`src/rtl/sercon_pkg.sv`:
```
// Shared constants, types and the parity function of the debug serial port.
// Assumes a 32-bit register port and fixed 8-bit characters.
package sercon_pkg;

    localparam int STAT_W = 10;

    // register offsets
    localparam int OFF_CMD  = 'h00;
    localparam int OFF_MODE = 'h04;
    localparam int OFF_MSET = 'h08;
    localparam int OFF_MCLR = 'h0C;
    localparam int OFF_MASK = 'h10;
    localparam int OFF_STAT = 'h14;
    localparam int OFF_RBUF = 'h18;
    localparam int OFF_TBUF = 'h1C;
    localparam int OFF_DIV  = 'h20;

    // status bit positions (mask registers use the same layout)
    localparam int ST_RXRDY  = 0;
    localparam int ST_TXRDY  = 1;
    localparam int ST_OVER   = 5;
    localparam int ST_FRAME  = 6;
    localparam int ST_PARITY = 7;
    localparam int ST_TXIDLE = 9;

    localparam logic [STAT_W-1:0] STAT_VALID =
        STAT_W'((1 << ST_RXRDY) | (1 << ST_TXRDY) | (1 << ST_OVER) |
                (1 << ST_FRAME) | (1 << ST_PARITY) | (1 << ST_TXIDLE));

    // command pulse bit positions
    localparam int CM_RX_RST = 2;
    localparam int CM_TX_RST = 3;
    localparam int CM_RX_ON  = 4;
    localparam int CM_RX_OFF = 5;
    localparam int CM_TX_ON  = 6;
    localparam int CM_TX_OFF = 7;
    localparam int CM_ST_CLR = 8;

    typedef enum logic [1:0] {
        CH_NORMAL = 2'b00,
        CH_ECHO   = 2'b01,
        CH_LOCAL  = 2'b10,
        CH_REMOTE = 2'b11
    } chan_mode_t;

    typedef enum logic [2:0] {
        LN_IDLE,
        LN_START,
        LN_DATA,
        LN_PAR,
        LN_STOP
    } line_st_t;

    // Parity bit that goes with a byte for the given parity option.
    function automatic logic par_bit(input logic [7:0] d, input logic [2:0] m);
        case (m)
            3'b000:  par_bit = ^d;
            3'b001:  par_bit = ~^d;
            3'b010:  par_bit = 1'b0;
            3'b011:  par_bit = 1'b1;
            default: par_bit = 1'b0;
        endcase
    endfunction

endpackage

```
`src/rtl/sercon_baud.sv`:
```
// Baud tick generator: one-cycle pulse every DIV clocks (16 per bit).
// Assumes the divisor may change at any time; a divisor of 0 stops ticks.
module sercon_baud #(
    parameter int DIV_W = 16
) (
    input  logic             clk,
    input  logic             rst_n,
    input  logic [DIV_W-1:0] div,
    output logic             tick
);
    logic [DIV_W-1:0] cnt;

    // Count clocks up to divisor-1 and pulse the tick on wrap.
    always_ff @(posedge clk) begin
        if (!rst_n) begin
            cnt  <= '0;
            tick <= 1'b0;
        end else if (div == '0) begin
            cnt  <= '0;
            tick <= 1'b0;
        end else if (cnt >= div - 1'b1) begin
            cnt  <= '0;
            tick <= 1'b1;
        end else begin
            cnt  <= cnt + 1'b1;
            tick <= 1'b0;
        end
    end
endmodule

```
`src/rtl/sercon_tx.sv`:
```
// Transmit serializer: takes a byte from the holding register on a tick
// while idle and enabled, then shifts start, data, parity and stop bits.
// Assumes the holding register lives in the register bank.
module sercon_tx
    import sercon_pkg::*;
(
    input  logic       clk,
    input  logic       rst_n,
    input  logic       tick,
    input  logic       clear,
    input  logic       enable,
    input  logic [2:0] par_mode,
    input  logic       hold_full,
    input  logic [7:0] hold_data,
    output logic       take,
    output logic       line,
    output logic       idle
);
    line_st_t   st;
    logic [3:0] sub;
    logic [2:0] bitn;
    logic [7:0] shreg;
    logic       pbit;

    // Accept a new byte only on a tick from idle.
    assign take = (st == LN_IDLE) && tick && enable && hold_full && !clear;
    assign idle = (st == LN_IDLE);

    // Frame sequencer: each bit lasts 16 ticks.
    always_ff @(posedge clk) begin
        if (!rst_n || clear) begin
            st    <= LN_IDLE;
            sub   <= '0;
            bitn  <= '0;
            shreg <= '0;
            pbit  <= 1'b0;
            line  <= 1'b1;
        end else if (tick) begin
            case (st)
                LN_IDLE: begin
                    sub  <= '0;
                    line <= 1'b1;
                    if (take) begin
                        shreg <= hold_data;
                        pbit  <= par_bit(hold_data, par_mode);
                        st    <= LN_START;
                        line  <= 1'b0;
                    end
                end
                LN_START: begin
                    sub <= sub + 1'b1;
                    if (sub == 4'd15) begin
                        st   <= LN_DATA;
                        bitn <= '0;
                        line <= shreg[0];
                    end
                end
                LN_DATA: begin
                    sub <= sub + 1'b1;
                    if (sub == 4'd15) begin
                        if (bitn == 3'd7) begin
                            if (par_mode[2]) begin
                                st   <= LN_STOP;
                                line <= 1'b1;
                            end else begin
                                st   <= LN_PAR;
                                line <= pbit;
                            end
                        end else begin
                            bitn  <= bitn + 1'b1;
                            shreg <= shreg >> 1;
                            line  <= shreg[1];
                        end
                    end
                end
                LN_PAR: begin
                    sub <= sub + 1'b1;
                    if (sub == 4'd15) begin
                        st   <= LN_STOP;
                        line <= 1'b1;
                    end
                end
                LN_STOP: begin
                    sub <= sub + 1'b1;
                    if (sub == 4'd15) st <= LN_IDLE;
                end
                default: st <= LN_IDLE;
            endcase
        end
    end
endmodule

```
`src/rtl/sercon_rx.sv`:
```
// Receive deserializer: synchronizes the line, validates the start bit at
// its middle, samples each later bit at its middle and reports a byte with
// its error flags through a one-cycle load pulse.
// Assumes the line may be asynchronous to clk.
module sercon_rx
    import sercon_pkg::*;
(
    input  logic       clk,
    input  logic       rst_n,
    input  logic       tick,
    input  logic       clear,
    input  logic       enable,
    input  logic [2:0] par_mode,
    input  logic       line_in,
    output logic       load,
    output logic [7:0] data,
    output logic       perr,
    output logic       ferr
);
    logic       rx_m, rx_s;
    logic       armed;
    line_st_t   st;
    logic [3:0] sub;
    logic [2:0] bitn;
    logic [7:0] shreg;
    logic       pbit;

    // Two-flop synchronizer on the incoming line.
    always_ff @(posedge clk) begin
        if (!rst_n) begin
            rx_m <= 1'b1;
            rx_s <= 1'b1;
        end else begin
            rx_m <= line_in;
            rx_s <= rx_m;
        end
    end

    // Frame sampler and result register.
    always_ff @(posedge clk) begin
        if (!rst_n) begin
            st    <= LN_IDLE;
            sub   <= '0;
            bitn  <= '0;
            shreg <= '0;
            pbit  <= 1'b0;
            armed <= 1'b0;
            load  <= 1'b0;
            data  <= '0;
            perr  <= 1'b0;
            ferr  <= 1'b0;
        end else begin
            load <= 1'b0;
            if (clear) begin
                st    <= LN_IDLE;
                sub   <= '0;
                bitn  <= '0;
                armed <= 1'b0;
            end else if (tick) begin
                case (st)
                    LN_IDLE: begin
                        sub <= '0;
                        if (rx_s) armed <= 1'b1;
                        else if (armed && enable) st <= LN_START;
                    end
                    LN_START: begin
                        sub <= sub + 1'b1;
                        if (sub == 4'd7) begin
                            sub <= '0;
                            if (!rx_s) begin
                                st   <= LN_DATA;
                                bitn <= '0;
                            end else begin
                                st <= LN_IDLE;
                            end
                        end
                    end
                    LN_DATA: begin
                        sub <= sub + 1'b1;
                        if (sub == 4'd15) begin
                            shreg <= {rx_s, shreg[7:1]};
                            if (bitn == 3'd7) st <= par_mode[2] ? LN_STOP : LN_PAR;
                            else bitn <= bitn + 1'b1;
                        end
                    end
                    LN_PAR: begin
                        sub <= sub + 1'b1;
                        if (sub == 4'd15) begin
                            pbit <= rx_s;
                            st   <= LN_STOP;
                        end
                    end
                    LN_STOP: begin
                        sub <= sub + 1'b1;
                        if (sub == 4'd15) begin
                            st    <= LN_IDLE;
                            armed <= 1'b0;
                            load  <= 1'b1;
                            data  <= shreg;
                            ferr  <= !rx_s;
                            perr  <= !par_mode[2] && (pbit != par_bit(shreg, par_mode));
                        end
                    end
                    default: st <= LN_IDLE;
                endcase
            end
        end
    end
endmodule

```
`src/rtl/sercon_uart.sv`:
```
// Debug serial port top: register bank, status and interrupt logic, line
// routing for the four channel modes, and the baud, transmit and receive
// engines. Assumes DATA_W >= 16 and DIV_W <= DATA_W; reads return data
// one cycle after the access.
module sercon_uart
    import sercon_pkg::*;
#(
    parameter int ADDR_W = 8,
    parameter int DATA_W = 32,
    parameter int DIV_W  = 16
) (
    input  logic              clk,
    input  logic              rst_n,
    input  logic              bus_sel,
    input  logic              bus_wr,
    input  logic [ADDR_W-1:0] bus_addr,
    input  logic [DATA_W-1:0] bus_wdata,
    output logic [DATA_W-1:0] bus_rdata,
    input  logic              ser_rxd,
    output logic              ser_txd,
    output logic              irq
);
    // register state
    logic              tx_en, rx_en;
    chan_mode_t        chmode_q;
    logic [2:0]        par_q;
    logic [STAT_W-1:0] mask_q;
    logic [DIV_W-1:0]  div_q;
    logic [7:0]        thr_q;
    logic              thr_full;
    logic [7:0]        rhr_q;
    logic              rxrdy, ovre, ferr_q, perr_q;

    // engine interconnect
    logic       tick, tx_take, tx_line, tx_idle;
    logic       rx_load, rx_perr, rx_ferr;
    logic [7:0] rx_data;
    logic       rx_route;

    // access decode
    logic wr_acc, rd_acc;
    logic wr_cmd, wr_mode, wr_mset, wr_mclr, wr_tbuf, wr_div;
    logic rhr_rd;
    logic tx_rst, rx_rst, sta_clr;
    logic [STAT_W-1:0] stat;
    logic txrdy, txempty;

    assign wr_acc  = bus_sel && bus_wr;
    assign rd_acc  = bus_sel && !bus_wr;
    assign wr_cmd  = wr_acc && (bus_addr == ADDR_W'(OFF_CMD));
    assign wr_mode = wr_acc && (bus_addr == ADDR_W'(OFF_MODE));
    assign wr_mset = wr_acc && (bus_addr == ADDR_W'(OFF_MSET));
    assign wr_mclr = wr_acc && (bus_addr == ADDR_W'(OFF_MCLR));
    assign wr_tbuf = wr_acc && (bus_addr == ADDR_W'(OFF_TBUF));
    assign wr_div  = wr_acc && (bus_addr == ADDR_W'(OFF_DIV));
    assign rhr_rd  = rd_acc && (bus_addr == ADDR_W'(OFF_RBUF));
    assign tx_rst  = wr_cmd && bus_wdata[CM_TX_RST];
    assign rx_rst  = wr_cmd && bus_wdata[CM_RX_RST];
    assign sta_clr = wr_cmd && bus_wdata[CM_ST_CLR];

    // Status vector assembly.
    assign txrdy   = tx_en && !thr_full;
    assign txempty = txrdy && tx_idle;
    always_comb begin
        stat            = '0;
        stat[ST_RXRDY]  = rxrdy;
        stat[ST_TXRDY]  = txrdy;
        stat[ST_OVER]   = ovre;
        stat[ST_FRAME]  = ferr_q;
        stat[ST_PARITY] = perr_q;
        stat[ST_TXIDLE] = txempty;
    end

    // Level interrupt from masked status.
    assign irq = |(stat & mask_q);

    // Enable flags, mode and divisor registers.
    always_ff @(posedge clk) begin
        if (!rst_n) begin
            tx_en    <= 1'b0;
            rx_en    <= 1'b0;
            chmode_q <= CH_NORMAL;
            par_q    <= 3'b000;
            div_q    <= '0;
        end else begin
            if (wr_cmd) begin
                if (bus_wdata[CM_TX_OFF])     tx_en <= 1'b0;
                else if (bus_wdata[CM_TX_ON]) tx_en <= 1'b1;
                if (bus_wdata[CM_RX_OFF])     rx_en <= 1'b0;
                else if (bus_wdata[CM_RX_ON]) rx_en <= 1'b1;
            end
            if (wr_mode) begin
                chmode_q <= chan_mode_t'(bus_wdata[15:14]);
                par_q    <= bus_wdata[11:9];
            end
            if (wr_div) div_q <= bus_wdata[DIV_W-1:0];
        end
    end

    // Interrupt mask set/clear.
    always_ff @(posedge clk) begin
        if (!rst_n) begin
            mask_q <= '0;
        end else if (wr_mset) begin
            mask_q <= mask_q | (bus_wdata[STAT_W-1:0] & STAT_VALID);
        end else if (wr_mclr) begin
            mask_q <= mask_q & ~bus_wdata[STAT_W-1:0];
        end
    end

    // Transmit holding register: filled by software, emptied by the engine.
    always_ff @(posedge clk) begin
        if (!rst_n) begin
            thr_q    <= '0;
            thr_full <= 1'b0;
        end else if (tx_rst) begin
            thr_full <= 1'b0;
        end else if (tx_take) begin
            thr_full <= 1'b0;
        end else if (wr_tbuf && txrdy) begin
            thr_q    <= bus_wdata[7:0];
            thr_full <= 1'b1;
        end
    end

    // Receive holding register and the receive flags.
    always_ff @(posedge clk) begin
        if (!rst_n) begin
            rhr_q  <= '0;
            rxrdy  <= 1'b0;
            ovre   <= 1'b0;
            ferr_q <= 1'b0;
            perr_q <= 1'b0;
        end else begin
            if (rx_load) rhr_q <= rx_data;
            if (rx_rst)       rxrdy <= 1'b0;
            else if (rx_load) rxrdy <= 1'b1;
            else if (rhr_rd)  rxrdy <= 1'b0;
            if (sta_clr) begin
                ovre   <= 1'b0;
                ferr_q <= 1'b0;
                perr_q <= 1'b0;
            end else if (rx_load) begin
                if (rxrdy && !rhr_rd) ovre <= 1'b1;
                if (rx_ferr) ferr_q <= 1'b1;
                if (rx_perr) perr_q <= 1'b1;
            end
        end
    end

    // Registered read data.
    always_ff @(posedge clk) begin
        if (!rst_n) begin
            bus_rdata <= '0;
        end else if (rd_acc) begin
            bus_rdata <= '0;
            case (bus_addr)
                ADDR_W'(OFF_MODE): begin
                    bus_rdata[15:14] <= chmode_q;
                    bus_rdata[11:9]  <= par_q;
                end
                ADDR_W'(OFF_MASK): bus_rdata[STAT_W-1:0] <= mask_q;
                ADDR_W'(OFF_STAT): bus_rdata[STAT_W-1:0] <= stat;
                ADDR_W'(OFF_RBUF): bus_rdata[7:0]        <= rhr_q;
                ADDR_W'(OFF_DIV):  bus_rdata[DIV_W-1:0]  <= div_q;
                default: ;
            endcase
        end
    end

    // Line routing for the channel modes.
    always_comb begin
        case (chmode_q)
            CH_ECHO:   begin rx_route = ser_rxd; ser_txd = ser_rxd; end
            CH_LOCAL:  begin rx_route = tx_line; ser_txd = 1'b1;    end
            CH_REMOTE: begin rx_route = 1'b1;    ser_txd = ser_rxd; end
            default:   begin rx_route = ser_rxd; ser_txd = tx_line; end
        endcase
    end

    sercon_baud #(.DIV_W(DIV_W)) u_baud (
        .clk  (clk),
        .rst_n(rst_n),
        .div  (div_q),
        .tick (tick)
    );

    sercon_tx u_tx (
        .clk      (clk),
        .rst_n    (rst_n),
        .tick     (tick),
        .clear    (tx_rst),
        .enable   (tx_en),
        .par_mode (par_q),
        .hold_full(thr_full),
        .hold_data(thr_q),
        .take     (tx_take),
        .line     (tx_line),
        .idle     (tx_idle)
    );

    sercon_rx u_rx (
        .clk     (clk),
        .rst_n   (rst_n),
        .tick    (tick),
        .clear   (rx_rst),
        .enable  (rx_en),
        .par_mode(par_q),
        .line_in (rx_route),
        .load    (rx_load),
        .data    (rx_data),
        .perr    (rx_perr),
        .ferr    (rx_ferr)
    );
endmodule

```
`config.mk`:
```
export PLATFORM = sky130hd
export DESIGN_NAME = sercon_uart
export DESIGN_NICKNAME = d
export VERILOG_FILES = /design/src/rtl/sercon_pkg.sv /design/src/rtl/sercon_baud.sv /design/src/rtl/sercon_tx.sv /design/src/rtl/sercon_rx.sv /design/src/rtl/sercon_uart.sv
export SDC_FILE = /design/constraint.sdc
export NUM_CORES = 1
export LEC_CHECK = 0
export BUFFER_PORTS_ARGS = -buffer_cell sky130_fd_sc_hd__buf_2
export CAP_MARGIN = 5
export CORE_MARGIN = 5
export CORE_UTILIZATION = 50
export DETAILED_ROUTE_END_ITERATION = 8
export PLACE_DENSITY = 0.78
export SETUP_SLACK_MARGIN = 0.05
export SYNTH_ARGS = -nofsm -noshare
export SYNTH_HDL_FRONTEND = slang
export SYNTH_SLANG_ARGS = --single-unit
```
`constraint.sdc`:
```
create_clock -name clk -period 9.2 [get_ports clk]
set_input_delay 0 -clock clk [delete_from_list [all_inputs] [get_ports clk]]
set_output_delay 0 -clock clk [all_outputs]
set_load 0.1 [all_outputs]
```
# Word-level counts from Yosys, hierarchy flattened

Index checks and enable logic that the tools add are counted.
Widths: inputs -> output; s select.

ROM bits: 0
Word-level logic and storage cells: 241
Output and inout port bits: 34
Memories kept: 0
RAM bits: 0
Register bits: 140
Input port bits: 45
Latch bits: 0

Multiplexer cells: 67
Bitwise gates (word level): 10
Reductions and logical operators: 79
Shifts and indexed selects: 0
Eq/ne operators: 44
$mul: 0
Divide/modulo/power cells: 0
Add/subtract/negate cells: 6
Order comparisons: 1

Operators by type and width:

| cell                  | number |
|---|---|
| $mux 3                | 20 |
| $eq 8x5->1 const B    | 4 |
| $pmux 8 s4            | 1 |
| $pmux 3 s5            | 2 |
| $mux 8                | 3 |
| $ne 2x1->1 const B    | 12 |
| $logic_and 1x1->1     | 22 |
| $mux 1                | 21 |
| $and 10x10->10        | 2 |
| $mux 10               | 2 |
| $reduce_bool 2->1     | 9 |
| $add 16x1->16 const B | 1 |
| $eq 8x4->1 const B    | 2 |
| $ge 16x16->1          | 1 |
| $logic_not 16->1      | 1 |
| $pmux 8 s2            | 1 |
| $reduce_and 4->1      | 4 |
| $reduce_xnor 8->1     | 2 |
| $reduce_xor 8->1      | 2 |
| $sub 16x1->16 const B | 1 |
| $eq 3x2->1 const B    | 5 |
| $reduce_and 5->1      | 3 |
| $reduce_and 2->1      | 7 |
| $eq 3x3->1 const B    | 4 |
| other kinds (37)      | 75 |

# Depth between registers and ports, before layout

Gate-level depths: netlist (run 1).

Depth after elaboration: 9
Mapped depth: 14
Mapped depth without buffers: 13

# Cells and area by module

A second synthesis (run 1) with hierarchy kept.

Cells, all modules: 803
Area, all modules: 7,211.9 um2

Modules (own cells, without submodules):

| module      | sequential area each (um2) | cells each | area an instance (um2) | instances |
|---|---|---|---|---|
| sercon_uart | 1,401.3                    | 345        | 3,188.1                | 1 |
| sercon_rx   | 660.6                      | 166        | 1,532.7                | 1 |
| sercon_baud | 340.3                      | 153        | 1,283.7                | 1 |
| sercon_tx   | 400.4                      | 139        | 1,207.4                | 1 |

# Worst setup path before layout (run 1)

Ideal clock, no wire load.

Path type: reg-to-output
From: register u_tx.st[0]
To: output irq
Cell stages (with the launch flop): 5
Arrival: 4.475 ns
Path slack: 4.725 ns
Required time: 9.200 ns
Path buffers: 1
Cells stage by stage: dfxtp_1 -> clkbuf_1 -> nor3_1 -> a21oi_1 -> o311ai_0

Longest elaborated chain between the ends: 4

RTL lines:

| what                     | RTL line          | source |
|---|---|---|
| start: declaration       | sercon_tx.sv:19   | `line_st_t st;` |
| start signal: assignment | sercon_tx.sv:32   | `st <= LN_IDLE;` |
| start signal: assignment | sercon_tx.sv:46   | `st <= LN_START;` |
| start signal: assignment | sercon_tx.sv:53   | `st <= LN_DATA;` |
| $logic_not 3->1          | sercon_tx.sv:27   | `assign idle = (st == LN_IDLE);` |
| $logic_and 1x1->1        | sercon_uart.sv:63 | `assign txempty = txrdy && tx_idle;` |
| $and 10x10->10           | sercon_uart.sv:75 | `assign irq = \|(stat & mask_q);` |
| $reduce_or 10->1         | sercon_uart.sv:75 |  |
| end: declaration         | sercon_uart.sv:21 | `output logic irq` |

No other way between the ends.

# Final worst setup path (run 1)

From: register div_q[2]
To: register u_baud.cnt[11]

Longest elaborated chain between the ends: 3
Elaborated cells on any way between the ends: 4
Those cells by class: add/sub: 1; order compare: 1; reduce/logical: 2

RTL lines:

| what                               | RTL line          | source |
|---|---|---|
| start: declaration                 | sercon_uart.sv:28 | `logic [DIV_W-1:0] div_q;` |
| start signal: assignment           | sercon_uart.sv:96 | `if (wr_div) div_q <= bus_wdata[DIV_W-1:0];` |
| $sub 16x1->16                      | sercon_baud.sv:21 | `end else if (cnt >= div - 1'b1) begin` |
| $ge 16x16->1                       | sercon_baud.sv:21 |  |
| $reduce_or 3->1 (no source line) * | --                |  |
| end signal: assignment             | sercon_baud.sv:25 | `cnt <= cnt + 1'b1;` |
| end: declaration                   | sercon_baud.sv:11 | `logic [DIV_W-1:0] cnt;` |

Every way passes the cells marked *; elsewhere a longest branch is shown, timed or not.
A chain may end at the register's enable or synchronous reset.

==> impl_metrics.ini, run 1 <==
[run_status]
status = finished, final reports clean

[logic_synthesis]
synth.top_cells.by_area = dfxtp_1, mux2i_1, nand2_1
syn_area_mm2 = 0.007119
synth_edf_count = 0
yosysTopAreaCell = dfxtp_1
synthArstFlopShare_pct = 0
syn_inst = 811
synth_top_area_share_pct = 39.37
ys_seq_area_share_pct = 39.37
yosysWarnings = 0
synthFlopType = dfxtp_1
synth.avg_cell_area_um2 = 8.778
synthDistinctLibCells = 61
synth_seq_cells = 140

[critical_path]
setup.worst_path.start_class = flip-flop
cp_max_fo = 16
critPathKind = reg2reg
ff2ff_setup_slack_ps = 5710
crit_required_ps = 9480
reg2reg_from = div_q[2]
arrival_ps = 3780
worst_setup_path_end_kind = flip-flop
r2r-end = u_baud.cnt[11]
r2r_cells = 11

[floorplan]
core_mm2 = 0.01393
fp.dieH_um = 129.3
fp-row-count = 43
die_x_um = 129.3
ios = 79
dieArea_mm2 = 0.01673
initial_core_util_pct = 51.09

[sta]
max_freq_mhz = 286.4
final_hold_viol_count = 0
setup_viol = 0
slew_headroom_pct = 20.49
setup_tns_ps = 0
rsz0062_at_grt = false
layout_min_cycle_time_ps = 3492
fin_ws_ps = 5708
finClkSkew_ps = 8.669
drv_slew = 0
worst_slew_pin_slew_ps = 1182
post-route-period-util_pct = 37.95

[routing]
drt_iter0_drc = 420
ant_nets = 0
viasPerCell = 5.563
wire_per_inst_um = 15.50
drt-total-wl_mm = 16.26
post-route-drc-count = 0
drt-pass1-iter-count = 5
vias = 5836

[power_and_ir_drop]
power.sequential.fraction_pct = 42.6
ir_drop_uv = 132.4
power_mw = 1.437
p_clk_share_pct = 50.3
power.internal_mw = 1.088
power.switching_mw = 0.3488
pwr_density_cell_mw_per_mm2 = 176.2
power.leakage_nw = 3.228
p_comb_share_pct = 7.1
switching_share_pct = 24.27

[worst_hold_path]
worstHoldPathType = in2reg
min_to = par_q[0]
hold_path_startpoint = bus_addr[2]
whs_path_depth = 3

[placed_design]
place_inst = 1000
io_buffers = 46
placed_cell_area_mm2 = 0.007357
dp.final_hpwl_mm = 11.04
dp_slack_ps = 5756
gp_congestion = 0.8653

[final_layout]
fin_cells = 1049
final_common_cell = dfxtp_1
drive_gt1_share_pct = 11.05
final_cell_mix = dfxtp_1, nand2_1, nor2_1
fillerInstances = 1175
area_delta_synth_final_pct = 14.59
final_area_mm2 = 0.008158
antenna-diode-count = 0
finalNetCount = 926

[cts]
cts_sinks = 140
clk_pin_slew_ps = 60
cts_tree = yes
cts_max_path_buffers = 2
clk_latency_ps = 430
cts_root_buf = clkbuf_16
htreeDepth = 4
cts_buffers = 17

[global_routing]
grt_max_degree = 101
overflow = 0
grt_use_total_pct = 20.21
grt_pass1_vias = 5499
grt_antenna_before_repair = 0
grt_pass1_wl_mm = 27.05

[flow_run]
cap_violations = 0
-- metal layers --
layer | up-vias | part of all wire [%] | GRT usage, %
li1 | 2931 | - | -
met1 | 2754 | 45 | 25.44
met2 | 122 | 49 | 33.72
met3 | 29 | 4.5 | 5.276
met4 | 0 | 2.1 | 6.794
met5 | - | 0 | 0
-- power by group through the flow --
stage / Combinational (mW) / Clock, mW / Sequential [mW]
3_3_place_gp: 0.0949 / 0 / 0.626
4_1_cts: 0.101 / 0.733 / 0.612
2_1_floorplan: 0.0637 / 0 / 0.641
5_1_grt: 0.107 / 0.760 / 0.613
6_report: 0.102 / 0.723 / 0.612
3_5_place_dp: 0.0952 / 0 / 0.626
-- per-stage QoR --
stage	hold slack (ps)	utilization [%]
3_3_place_gp	233.4	52.80
4_1_cts	25.88	58.54
6_report	37.26	58.54
3_5_place_dp	237.0	52.80
2_1_floorplan	87.01	-
5_1_grt	87.36	58.54
-- area by class of cell --
cell class | count | area, µm² | area share [%]
Clock inverter | 13 | 191.4 | 2.347
Inverter | 7 | 26.28 | 0.3221
Sequential cell | 140 | 2803 | 34.36
Tap cell | 180 | 225.2 | 2.761
Timing Repair Buffer | 65 | 417.9 | 5.123
Clock buffer | 18 | 429.2 | 5.261
Multi-Input combinational cell | 626 | 4065 | 49.83
-- critical path: stages (launching register included) --
cell	delay [ps]
dfxtp_1	370
or3_1	420
or3b_1	460
or3_1	420
nor4_1	240
xnor2_1	110
ha_1	290
a21o_1	110
a21oi_1	80
o2111a_1	160
o21ai_2	530
nor2_1	140
-- registers in the layout, indices dropped and copies added (netlist names), 3 cells and up, named ones only --
name,flops
u_rx.bitn,3
div_q,16
u_rx.sub,4
u_baud.cnt,16
u_tx.st,3
rhr_q,8
par_q,3
u_tx.sub,4
bus_rdata,16
u_rx.shreg,8
u_rx.st,3
u_tx.bitn,3
mask_q,4
thr_q,8
u_rx.data,8
u_tx.shreg,8
-- synth_stat cells (all sizes together) (2+ instances only) --
cell type and number:
nand3 26, xor2 21, ha 24, nand2b 8
o21ai 35, o211a 3, a21o 6, and2 6
or3 7, a31oi 6, nor4 6, a22o 9
xnor2 24, or4 3, nor2 76, clkbuf 27
buf 26, nand4 9, inv 7, nor3 13
nand2 89, a21boi 13, a221oi 8, a21oi 34
a22oi 15, o21a 6, a41o 2, or2 2
nor3b 18, nand3b 5, or3b 2, and3 8
dfxtp 140, nand4b 2, a211oi 10, mux2i 50
o311ai 2, nor2b 53
-- worst max-delay path by stage --
stage                           from        endpoint  slack, ps  depth (start not counted)
after global placement      div_q[2]  u_baud.cnt[15]       5810                         11
final                       div_q[2]  u_baud.cnt[11]       5710                         11
after floorplan           u_tx.st[0]             irq       4720                          4
after CTS                   div_q[2]  u_baud.cnt[11]       5720                         11
after global routing        div_q[2]  u_baud.cnt[11]       5420                         11
after detailed placement    div_q[2]  u_baud.cnt[15]       5760                         11
-- kinds of logic after synthesis --
| kind of cell | count (synthesis) | synth area share (%) |
|---|---|---|
| XOR/XNOR | 45 | 5.536 |
| multiplexers | 50 | 7.030 |
| AND/OR/NAND/NOR | 335 | 24.22 |
| other | 1 | 0.05267 |
| buffers and inverters | 60 | 4.324 |
| AO/OA/AOI/OAI | 156 | 15.26 |
| flip-flops | 140 | 39.37 |
| adder cells (fa/ha/maj) | 24 | 4.218 |
-- what timing repair did --
| action | CTS | global route |
|---|---|---|
| resized for setup | 0 | 0 |
| buffers inserted | 0 | 0 |
| endpoints found under the hold margin | 45 | 0 |
| hold buffers | 18 | 0 |
No activity file was read; power rests on OpenSTA's default activity.
==> run 2: changes to the inputs <==
- ABC_AREA: not set -> 1
- PLACE_DENSITY: 0.78 -> 0.8
- clock period: 9.2 -> 3.1 ns (I/O delays scaled with it)
==> run 2 against run 1 <==
Net effect: die area increased by 3.3%; via count grew 17%; first-iteration DRC count rose by 26%; clock skew down 1.6 ps; critical endpoint is now u_baud.cnt[8].
==> impl_metrics.ini, run 2 <==
[run_status]
status = finished, final reports clean

[floorplan]
core_mm2 = 0.01448
die_x_um = 131.4
initial_core_util_pct = 50.91
dieArea_mm2 = 0.01727
ios = 79
fp-row-count = 44
fp.dieH_um = 131.4

[cts]
cts_tree = yes
cts_sinks = 140
clk_pin_slew_ps = 60
htreeDepth = 4
clk_latency_ps = 430
post_cts_buffers = 0
cts_root_buf = clkbuf_16
cts_buffers = 17
cts_max_path_buffers = 2

[sta]
setup_tns_ps = 0
final_hold_viol_count = 0
layout_min_cycle_time_ps = 2746
hold_ws_ps = 81.14
finClkSkew_ps = 7.038
worst_slew_pin_slew_ps = 587.4
post-route-period-util_pct = 88.60
slew_headroom_pct = 60.54
setup_viol = 0
drv_slew = 0
max_freq_mhz = 364.1
rsz0062_at_grt = false

[critical_path]
arrival_ps = 3100
crit_required_ps = 3460
ff2ff_setup_slack_ps = 350
critPathKind = reg2reg
path_cells = inv_1, ha_1, nand2_1, nor2_2, nand3_1, nor3_2, nand2_1, xor2_1, inv_1, ha_1, nand2_1, inv_1, nand3_1, inv_1, a21oi_1, nand4_2, buf_6, a21oi_1
cp_max_fo = 16
reg2reg_from = div_q[1]
path_buf_inv = 5
r2r_cells = 18
crit_family = simple AND/OR/NAND/NOR gates
worst_setup_path_end_kind = flip-flop
setup.worst_path.start_class = flip-flop
critPathSlowestCell = dfxtp_1
r2r-end = u_baud.cnt[8]
critPathMaxStageDelay_ps = 320
crit_top_cell = inv_1

[logic_synthesis]
synthDistinctLibCells = 45
syn_inst = 1044
synthMuxAreaShare_pct = 0
synth_seq_cells = 140
synth.top_cells.by_area = dfxtp_1, nand2_1, a21oi_1
syn_area_mm2 = 0.007371
synth-xor-area-share_pct = 2.733
synth_edf_count = 0
synthAdderAreaFrac_pct = 4.074
synth_top_family_by_area = simple AND/OR/NAND/NOR gates
synth-simple-area-share_pct = 27.04
ys_seq_area_share_pct = 38.02
synth_common_cells = nand2_1, dfxtp_1, inv_1
synth_top_area_share_pct = 38.02
yosysWarnings = 0
synthFlopType = dfxtp_1
synthArstFlopShare_pct = 0
synth.avg_cell_area_um2 = 7.060
yosys.cell_count.top_type = nand2_1
synth_compound_area_share_pct = 17.76
yosysTopAreaCell = dfxtp_1

[power_and_ir_drop]
p_clk_share_pct = 48.9
p_comb_share_pct = 6.5
power.switching_mw = 1.077
ir_drop_uv = 381.6
power.internal_mw = 2.992
power.leakage_nw = 3.756
switching_share_pct = 26.48
pwr_density_cell_mw_per_mm2 = 481.7
power.sequential.fraction_pct = 44.5

[flow_run]
cap_violations = 0

[routing]
drt-total-wl_mm = 17.29
post-route-drc-count = 0
viasPerCell = 5.253
drt_iter0_drc = 528
drt-pass1-iter-count = 5
ant_nets = 0
vias = 6845
wire_per_inst_um = 13.27

[worst_hold_path]
worstHoldPathType = in2reg
hold_path_startpoint = rst_n
whs_path_depth = 3
min_to = bus_rdata[11]

[final_layout]
area_delta_synth_final_pct = 14.60
final_cell_mix = nand2_1, dfxtp_1, inv_1
finalNetCount = 1175
final_common_cell = nand2_1
antenna-diode-count = 0
drive_gt1_share_pct = 12.78
fin_cells = 1303
reg_top3 = bus_rdata x16, div_q x16, u_baud.cnt x16

[placed_design]
place_inst = 1254
gp_congestion = 0.9372
io_buffers = 46
dp.final_hpwl_mm = 12.74

[global_routing]
grt_pass1_vias = 6358
grt_pass1_wl_mm = 29.37
grt_max_degree = 37
overflow = 0
grt_antenna_before_repair = 0
grt_use_total_pct = 20.15
==> run 2: changes by cell type in the layout (fill, tap and decap cells not counted), sizes merged, moves of 13 or more <==
cell and delta:
a21boi -13, a21oi +81, a22oi -15, inv +127
mux2i -50, nand2 +144, nand3 +33, nor2 +32
nor2b -53, nor3b -17, o21ai +68, xnor2 -15
==> run 2: worst max path at each step <==
stage | cells past startpoint | endpoint | slack (ps) | startpoint
floorplan | 18 | u_baud.cnt[0] | 430 | div_q[0]
global placement | 18 | u_baud.cnt[13] | 390 | div_q[0]
detailed placement | 18 | u_baud.cnt[13] | 300 | div_q[0]
CTS | 18 | u_baud.cnt[8] | 260 | div_q[1]
global route | 18 | u_baud.cnt[14] | 70 | div_q[2]
finish | 18 | u_baud.cnt[8] | 350 | div_q[1]
==> run 2: metal layers <==
| layer | GRT usage (%) | part of all wire [%] | vias to the layer above |
|---|---|---|---|
| met5 | 0 | 0 | - |
| met4 | 8.171 | 3.1 | 0 |
| met3 | 5.428 | 7.6 | 43 |
| met2 | 32.48 | 47 | 208 |
| met1 | 25.66 | 43 | 3084 |
| li1 | - | - | 3510 |
==> run 2: cells by family after synthesis <==
group	Yosys count
buffers and inverters	175
adder cells (fa/ha/maj)	24
other	1
flip-flops	140
AO/OA/AOI/OAI	242
XOR/XNOR	23
AND/OR/NAND/NOR	439
==> run 2: stage by stage <==
stage	worst slack [ps]	power [mW]	cell area, µm²	util [%]
finish	353.5	4.069	8447	58.34
global route	66.97	4.213	8447	58.34
CTS	258.2	4.101	8438	58.28
detailed placement	301.9	2.098	7686	53.09
global placement	388.2	2.097	7686	53.09
floorplan	432.6	2.055	7427	-
==> run 2: power groups by stage <==
stage | combinational, mW | clock, mW | sequential, mW
final | 0.266 | 1.99 | 1.81
after global routing | 0.281 | 2.12 | 1.81
after CTS | 0.264 | 2.03 | 1.81
after detailed placement | 0.247 | 0 | 1.85
after global placement | 0.246 | 0 | 1.85
after floorplan | 0.163 | 0 | 1.89
==> run 2: timing repair <==
action                                  in CTS  in global routing
hold endpoints to repair                    41                  0
endpoints found under the setup margin       0                 16
hold buffers                                17                  0
gates resized for setup                      0                  2
==> run 2: area by class of cell <==
cell class / count / area, µm²
clock buffer: 17 / 425.4
clock inverter: 15 / 156.4
fill: 1316 / 6032
inverter: 134 / 511.7
multi-input combinational: 744 / 3871
sequential: 140 / 2803
tap: 184 / 230.2
timing repair buffer: 69 / 449.2
==> run 2: worst register-to-register path, cell delays in order (launching register included) <==
cell and delay, ps:
dfxtp_1 320, inv_1 80, ha_1 200, nand2_1 110
nor2_2 200, nand3_1 160, nor3_2 180, nand2_1 90
xor2_1 130, inv_1 60, ha_1 260, nand2_1 70
inv_1 40, nand3_1 90, inv_1 60, a21oi_1 210
nand4_2 130, buf_6 170, a21oi_1 130
==> run 3: changes to the inputs <==
- SYNTH_HIERARCHICAL: not set -> 1
==> run 3 against run 2 <==
Net effect: fmax up 11%; core utilization down 1.0 points; count of clock-buffer cells in the layout unchanged; design area up 6.6%; highest routed layer unchanged.
==> impl_metrics.ini, run 3 <==
[run_status]
status = finished, final reports clean

[logic_synthesis]
syn_area_mm2 = 0.007933
synthFlopType = dfxtp_1
yosysTopAreaCell = dfxtp_1
synthDistinctLibCells = 53
ys_seq_area_share_pct = 35.33
synth.avg_cell_area_um2 = 7.127
synth_seq_cells = 140
synth_top_area_share_pct = 35.33
synthArstFlopShare_pct = 0
yosys.cell_count.top_type = nand2_1
syn_inst = 1113
synth_edf_count = 0
synth.top_cells.by_area = dfxtp_1, nand2_1, inv_1
synth_common_cells = nand2_1, inv_1, dfxtp_1
yosysWarnings = 6

[global_routing]
grt_max_degree = 35
grt_pass1_wl_mm = 30.36
grt_use_total_pct = 20.21
grt_antenna_before_repair = 0
grt_pass1_vias = 6527
overflow = 0

[placed_design]
dp_slack_ps = 634.1
io_buffers = 46
place_inst = 1354
dp.final_hpwl_mm = 13.09
gp_congestion = 0.9233

[routing]
viasPerCell = 5.101
vias = 7141
drt-pass1-iter-count = 5
drt_iter0_drc = 557
wire_per_inst_um = 13.00
drt-total-wl_mm = 18.19
post-route-drc-count = 0
ant_nets = 0

[final_layout]
drive_gt1_share_pct = 16.39
fin_util_pct = 57.33
multi_input_comb_area_mm2 = 0.004292
final_common_cell = nand2_1
reg_top3 = bus_rdata x16, div_q x16, u_baud/cnt x16
fin_cells = 1400
regArea_mm2 = 0.002803
fillerInstances = 1394
area_delta_synth_final_pct = 13.55
finalNetCount = 1240
final_cell_mix = nand2_1, inv_1, dfxtp_1
antenna-diode-count = 0

[floorplan]
initial_core_util_pct = 50.49
fp.dieH_um = 136.0
dieArea_mm2 = 0.01848
fp-row-count = 46
ios = 79
core_mm2 = 0.01571
die_x_um = 136.0

[critical_path]
crit_required_ps = 3450
r2r_cells = 12
arrival_ps = 2840
critPathSlowestCell = dfxtp_1
path_cells = inv_1, nand3_1, nor2_1, nand4_1, xor2_1, inv_1, ha_1, a21oi_1, o21ai_0, nor2_1, nand3_4, nor2_1
critPathKind = reg2reg
critPathMaxStageDelay_ps = 330
cp_max_fo = 16
worst_setup_path_end_kind = flip-flop
setup.worst_path.start_class = flip-flop
crit_top_cell = nor2_1

[worst_hold_path]
whs_path_depth = 3
worstHoldPathType = in2reg

[sta]
post-route-period-util_pct = 80.15
drv_slew = 0
finClkSkew_ps = 9.282
max_freq_mhz = 402.4
final_hold_viol_count = 0
fin_ws_ps = 615.2
slew_headroom_pct = 46.22
worst_slew_pin_slew_ps = 804.8
setup_tns_ps = 0
rsz0062_at_grt = false
setup_viol = 0
layout_min_cycle_time_ps = 2485

[cts]
cts_root_buf = clkbuf_16
post_cts_buffers = 0
cts_tree = yes
htreeDepth = 4
clk_pin_slew_ps = 60
clk_latency_ps = 430
cts_buffers = 17
cts_sinks = 140
cts_max_path_buffers = 2

[power_and_ir_drop]
power.leakage_nw = 4.096
pwr_density_cell_mw_per_mm2 = 471.2
ir_drop_uv = 324.2

[flow_run]
cap_violations = 0
run 3: per-layer routing:
| metal | track usage (%) | part of all wire, % | vias to the layer above |
|---|---|---|---|
| li1 | - | - | 3693 |
| met1 | 26.18 | 46 | 3205 |
| met2 | 33.60 | 46 | 201 |
| met3 | 3.627 | 5.1 | 42 |
| met4 | 7.671 | 2.6 | 0 |
| met5 | 0 | 0 | - |
run 3: layout make-up:
class                      instances  area share, %
multi-input combinational        783          47.65
sequential                       140          31.12
inverter                         166          6.932
clock buffer                      17          4.723
timing repair buffer              63          4.362
tap                              216          3.000
clock inverter                    15          2.223
run 3: power by group:
part	internal (mW)	total, mW	switching, mW
Sequential	1.81	1.81	0.00360
Clock	1.30	2.15	0.857
Combinational	0.0538	0.281	0.227
Total	3.16	4.24	1.09
run 3: worst max-delay path, delay by kind of cell, from the launching register on:
| family | cells | cell delay, ps |
|---|---|---|
| and+or+nand+nor | 6 | 1230 |
| DFF | 1 | 330 |
| adders and majority gates | 1 | 300 |
| AOI/OAI and AO/OA | 2 | 240 |
| buffers and inverters | 2 | 150 |
| xor gates and xnor gates | 1 | 150 |
run 3: repair_timing:
| action | 4_1_cts | 5_1_grt |
|---|---|---|
| hold endpoints to repair | 25 | 0 |
| hold buffers | 14 | 0 |
| gates resized for setup | 0 | 0 |
run 3: final timing paths:
path | end | start | slack, ps
setup reg to reg | u_baud/cnt[3] | div_q[0] | 620
setup / recovery | u_baud/cnt[3] | div_q[0] | 620
hold reg to reg | u_rx/rx_s | u_rx/rx_m | 420
hold / removal | div_q[2] | bus_wdata[2] | 1
run 3: cells by family after synthesis:
logic type,share of synthesized area (%)
and+or+nand+nor,30.92
AOI/OAI and AO/OA,15.99
buffers and inverters,11.28
DFF,35.33
xor gates and xnor gates,2.650
adders and majority gates,3.786
other,0.04727
run 3: through the flow:
| step | total power, mW | area (µm²) | hold slack [ps] |
|---|---|---|---|
| after floorplan | 2.076 | 7989 | 147.3 |
| after global placement | 2.114 | 8242 | 265.3 |
| after detailed placement | 2.114 | 8242 | 270.8 |
| after CTS | 4.269 | 9007 | 0.2797 |
| after global routing | 4.385 | 9007 | 0.9744 |
| final | 4.245 | 9007 | 1.229 |
